--- src/rtl/divchain_pkg.sv ---
package divchain_pkg;
   typedef enum logic {
      CHAIN_SERIAL    = 1'b0,
      CHAIN_SECTIONED = 1'b1
   } chain_mode_e;

   function automatic int tap_count(input int stages, input int first_tap);
      return stages - first_tap + 1;
   endfunction
endpackage

--- src/rtl/divchain_section.sv ---
module divchain_section #(
   parameter int W = 8
) (
   input  logic         clk,
   input  logic         rst,
   input  logic         inc,
   output logic [W-1:0] q,
   output logic         carry
);
   if (W < 1) begin : g_bad_w
      $error("divchain_section: W must be at least 1");
   end

   logic [W-1:0] q_r;

   always_ff @(posedge clk or posedge rst) begin
      if (rst)      q_r <= '0;
      else if (inc) q_r <= q_r + W'(1);
   end

   assign q     = q_r;
   assign carry = inc & (&q_r);
endmodule

--- src/rtl/divchain_link.sv ---
module divchain_link #(
   parameter bit ALLOW_SECTIONS = 1'b1
) (
   input  logic                      strobe,
   input  logic                      prev_carry,
   input  divchain_pkg::chain_mode_e mode,
   output logic                      inc
);
   import divchain_pkg::*;

   if (ALLOW_SECTIONS) begin : g_split
      always_comb begin
         if (mode == CHAIN_SECTIONED) inc = strobe;
         else                         inc = prev_carry;
      end
   end else begin : g_serial
      logic unused_ok;
      assign unused_ok = strobe ^ mode;
      assign inc = prev_carry;
   end
endmodule

--- src/rtl/divchain_osc_gate.sv ---
module divchain_osc_gate (
   input  logic clk,
   input  logic rst,
   output logic hold
);
   logic hold_r;

   always_ff @(posedge clk or posedge rst) begin
      if (rst) hold_r <= 1'b1;
      else     hold_r <= 1'b0;
   end

   assign hold = hold_r;
endmodule

--- src/rtl/divchain_top.sv ---
module divchain_top #(
   parameter int SECT_W         = 8,
   parameter int N_SECT         = 3,
   parameter int FIRST_TAP      = 18,
   parameter bit ALLOW_SECTIONS = 1'b1,
   localparam int STAGES        = SECT_W * N_SECT,
   localparam int TAP_N         = STAGES - FIRST_TAP + 1
) (
   input  logic              clk,
   input  logic              rst,
   input  logic              count_en,
   input  logic              test_mode,
   output logic [TAP_N-1:0]  tap_out,
   output logic [STAGES-1:0] count_dbg,
   output logic              osc_hold
);
   import divchain_pkg::*;

   if (N_SECT < 1) begin : g_bad_sect
      $error("divchain_top: N_SECT must be at least 1");
   end
   if (FIRST_TAP < 1 || FIRST_TAP > STAGES) begin : g_bad_tap
      $error("divchain_top: FIRST_TAP out of range");
   end
   if (TAP_N != tap_count(STAGES, FIRST_TAP)) begin : g_bad_tapn
      $error("divchain_top: tap width mismatch");
   end

   chain_mode_e             mode;
   logic [N_SECT-1:0]       sect_inc;
   logic [N_SECT-1:0]       sect_carry;
   logic [STAGES-1:0]       stages_q;

   assign mode = chain_mode_e'(test_mode);

   for (genvar s = 0; s < N_SECT; s++) begin : g_sect
      if (s == 0) begin : g_first
         assign sect_inc[s] = count_en;
      end else begin : g_next
         divchain_link #(
            .ALLOW_SECTIONS(ALLOW_SECTIONS)
         ) link_i (
            .strobe    (count_en),
            .prev_carry(sect_carry[s-1]),
            .mode      (mode),
            .inc       (sect_inc[s])
         );
      end

      divchain_section #(
         .W(SECT_W)
      ) sect_i (
         .clk  (clk),
         .rst  (rst),
         .inc  (sect_inc[s]),
         .q    (stages_q[s*SECT_W +: SECT_W]),
         .carry(sect_carry[s])
      );
   end

   divchain_osc_gate osc_i (
      .clk (clk),
      .rst (rst),
      .hold(osc_hold)
   );

   assign count_dbg = stages_q;
   assign tap_out   = stages_q[STAGES-1 -: TAP_N];
endmodule

--- config.mk ---
export PLATFORM = sky130hd
export DESIGN_NAME = divchain_top
export DESIGN_NICKNAME = d
export VERILOG_FILES = /design/src/rtl/divchain_pkg.sv /design/src/rtl/divchain_section.sv /design/src/rtl/divchain_link.sv /design/src/rtl/divchain_osc_gate.sv /design/src/rtl/divchain_top.sv
export SDC_FILE = /design/constraint.sdc
export NUM_CORES = 1
export LEC_CHECK = 0
export ABC_CLOCK_PERIOD_IN_PS = 1800
export BUFFER_PORTS_ARGS = -buffer_cell sky130_fd_sc_hd__buf_2
export CORE_MARGIN = 2
export CORE_UTILIZATION = 50
export CTS_CLUSTER_DIAMETER = 150
export CTS_CLUSTER_SIZE = 14
export DETAILED_ROUTE_END_ITERATION = 16
export GPL_ROUTABILITY_DRIVEN = 0
export GPL_TIMING_DRIVEN = 0
export PLACE_DENSITY = 0.77
export SLEW_MARGIN = 20
export SYNTH_ARGS = -nofsm -noshare
export SYNTH_HDL_FRONTEND = slang
export SYNTH_SLANG_ARGS = --single-unit
--- constraint.sdc ---
create_clock -name clk -period 1.8 [get_ports clk]
set_input_delay 0.36 -clock clk [delete_from_list [all_inputs] [get_ports clk]]
set_output_delay 0.36 -clock clk [all_outputs]
set_load 0.1 [all_outputs]
==> out/results.ini <==
[outcome]
status=finished, final reports clean

[timing]
timing.final.crit_share_pct=92.7
hold_viol=0
fin_skew_ns=0.00245
tightest_slew_ns=0.921
finalSetupViolations=0
max-slew-margin-rel_pct=38.5
fmax_ghz=0.599
worst_slack_ns=0.132
slew_viol_final=0
grt_setup_unrepaired=no
period_minus_slack_ns=1.67

[placed_design]
place_hpwl_um=1490
io_buffers=35
place_ws_ns=0.0848
dp_cells=163

[routing]
vias=806
viasPerCell=4.77
routed_wirelength_um=2020
drtIter0Drc=6
drtAntennaViolNets=0
drc=0
drtPass1Iterations=3
wl_per_cell_um=11.9

[setup_path]
worstPathCellList=buf_4 -> buf_2
required_ns=1.44
cp_max_fo=6
critPathMaxStageDelay_ns=0.45
endpoint_kind=output pin
r2r_slack_ns=0.14
startpoint_type=flip-flop
critPathArrivalTime_ns=1.31
critPathTopFamily=buffers and inverters
crit_type=reg2out
critPathBufInv=2
cp_slowest_cell=dfrtp_1

[floorplanning]
fp.coreArea_um2=2250
initial_core_util_pct=53.6
die_x_um=53.2
num_io_pins=36
core.rowCount=17
die_y_um=53.2
die_area_um2=2830

[grt]
antenna_found_initial=0
grt-ovfl-total=0
grt_max_degree=26
first_global_vias=762
gr-usage-all-layers_pct=16.2
grt_pass1_wl_um=3280

[final_layout]
ff_latch_area_um2=658
multi_input_area_um2=514
drive_gt1_share_pct=55.3
n_fill_cell=198
area_growth_pct=23.5
fin_nets=149
num_antenna_cells=0
stdcell_count=169

[yosys]
synth-xor-area-share_pct=15.2
avgSynthCellArea_um2=12.1
synth_top_area_share_pct=49.7
ys.warnings.count=0
synthesis.area_um2=1210
synth_top_area_cell=dfrtp_1
muxShareOfSynthArea_pct=2.80
synth_edf_count=0
ys_seq_area_share_pct=51.9
synth_top_family_by_area=simple AND/OR/NAND/NOR gates
synth_most_common_cell=dfrtp_1
synth-adder-area-share_pct=3.11
synthSimpleGateAreaFrac_pct=18.1
ys_ff_latch=25
synth_common_cells=24 x dfrtp_1, 11 x nand2_1, 11 x xnor2_1, 10 x xor2_1, 7 x buf_4
async_reset_ff_share_pct=100
postSynthCellCount=100
ys.flop_type=dfrtp_1
syn-num-nets=107
synth_cell_type_count=26
synth-compound-area-share_pct=3.00
synthTopCellsByArea=dfrtp_1 50%, xnor2_1 8.0%, xor2_1 7.2%

[min_path]
min_path_type=in2async

[clock_tree]
insertion_delay_ns=0.31
htree_num_levels=1
clkTransAtPathRegs_ns=0.14
cts_repair_resize_count=0
cts_made_buffers=3
clockBufferDepth=2
cts.sinks=25
cts_tree=yes
cts_root_buf=clkbuf_4

[run]
maxCapViolCount=0

placed cells by master, fill, tap and decap left out, drive strengths merged, types with 2 or more instances in the layout:
| master | instances |
|---|---|
| ha | 3 |
| nand3 | 4 |
| nor3 | 3 |
| nand2 | 11 |
| clkbuf | 3 |
| and4 | 4 |
| xor2 | 10 |
| xnor2 | 11 |
| nand4 | 4 |
| buf | 45 |
| and3 | 2 |
| mux2 | 3 |
| nor2 | 4 |
| dfrtp | 24 |
per-stage QoR:
stage	TNS (ns)	hold slack (ns)	util [%]	cell area, um^2
2_1_floorplan	-0.0121	0.386	-	1240
3_3_place_gp	0	0.460	64.3	1450
3_5_place_dp	0	0.472	64.3	1450
4_1_cts	0	0.261	65.5	1480
5_1_grt	0	0.284	66.2	1490
6_report	0	0.224	66.2	1490
final timing paths:
| path | cells after the start | to | start |
|---|---|---|---|
| min | 2 | g_sect[0].sect_i.q[1] | rst |
| max reg2reg | 6 | g_sect[2].sect_i.q[3] | g_sect[1].sect_i.q[0] |
| min reg2reg | 1 | g_sect[1].sect_i.q[7] | g_sect[1].sect_i.q[7] |
| max | 2 | tap_out[2] | g_sect[2].sect_i.q[3] |
| max in group asynchronous | 2 | g_sect[1].sect_i.q[0] | rst |
| min in group clk | 2 | g_sect[0].sect_i.q[0] | count_en |
cells by family after synthesis:
logic type	after synthesis
buffers and inverters	9
multiplexers	3
AO/OA/AOI/OAI	2
AND/OR/NAND/NOR	36
flip-flops	25
other	1
adder cells (fa/ha/maj)	3
XOR/XNOR	21
worst reg2reg max path: stages, from the launching register on:
cell and delay (ns):
dfrtp_4 0.53, ha_1 0.22, and3_1 0.23, a41oi_4 0.22, buf_4 0.17, nor3b_2 0.05
xor2_1 0.14
registers in the layout, summed over array words and instances (netlist names):
register,count
g_sect.sect_i.q,24
osc_i.hold,1
metal layers:
| layer | routed length [um] | share of wire (%) | up-vias | global-route usage [%] |
|---|---|---|---|---|
| li1 | - | - | 412 | - |
| met1 | 983 | 49 | 373 | 20.4 |
| met2 | 929 | 46 | 19 | 26.7 |
| met3 | 87 | 4.3 | 2 | 2.82 |
| met4 | 16 | 0.79 | 0 | 7.69 |
| met5 | 0 | 0 | - | 0 |
area by class of cell:
type	instances	share of cell area (%)
Timing Repair Buffer	37	12.7
Inverter	1	0.251
Clock buffer	3	1.51
Buffer	8	4.27
Sequential cell	25	44.1
Multi-Input combinational cell	66	34.5
Tap cell	28	2.35
Clock inverter	1	0.335
what timing repair did:
item | in CTS | in global routing
hold buffers | 0 | 0
setup buffers | 0 | 2
setup endpoints to repair | 0 | 1
hold endpoints to repair | 0 | 0
Power is not shown: default switching activity piles up to over one toggle a cycle in this logic, so the estimate is an artifact.
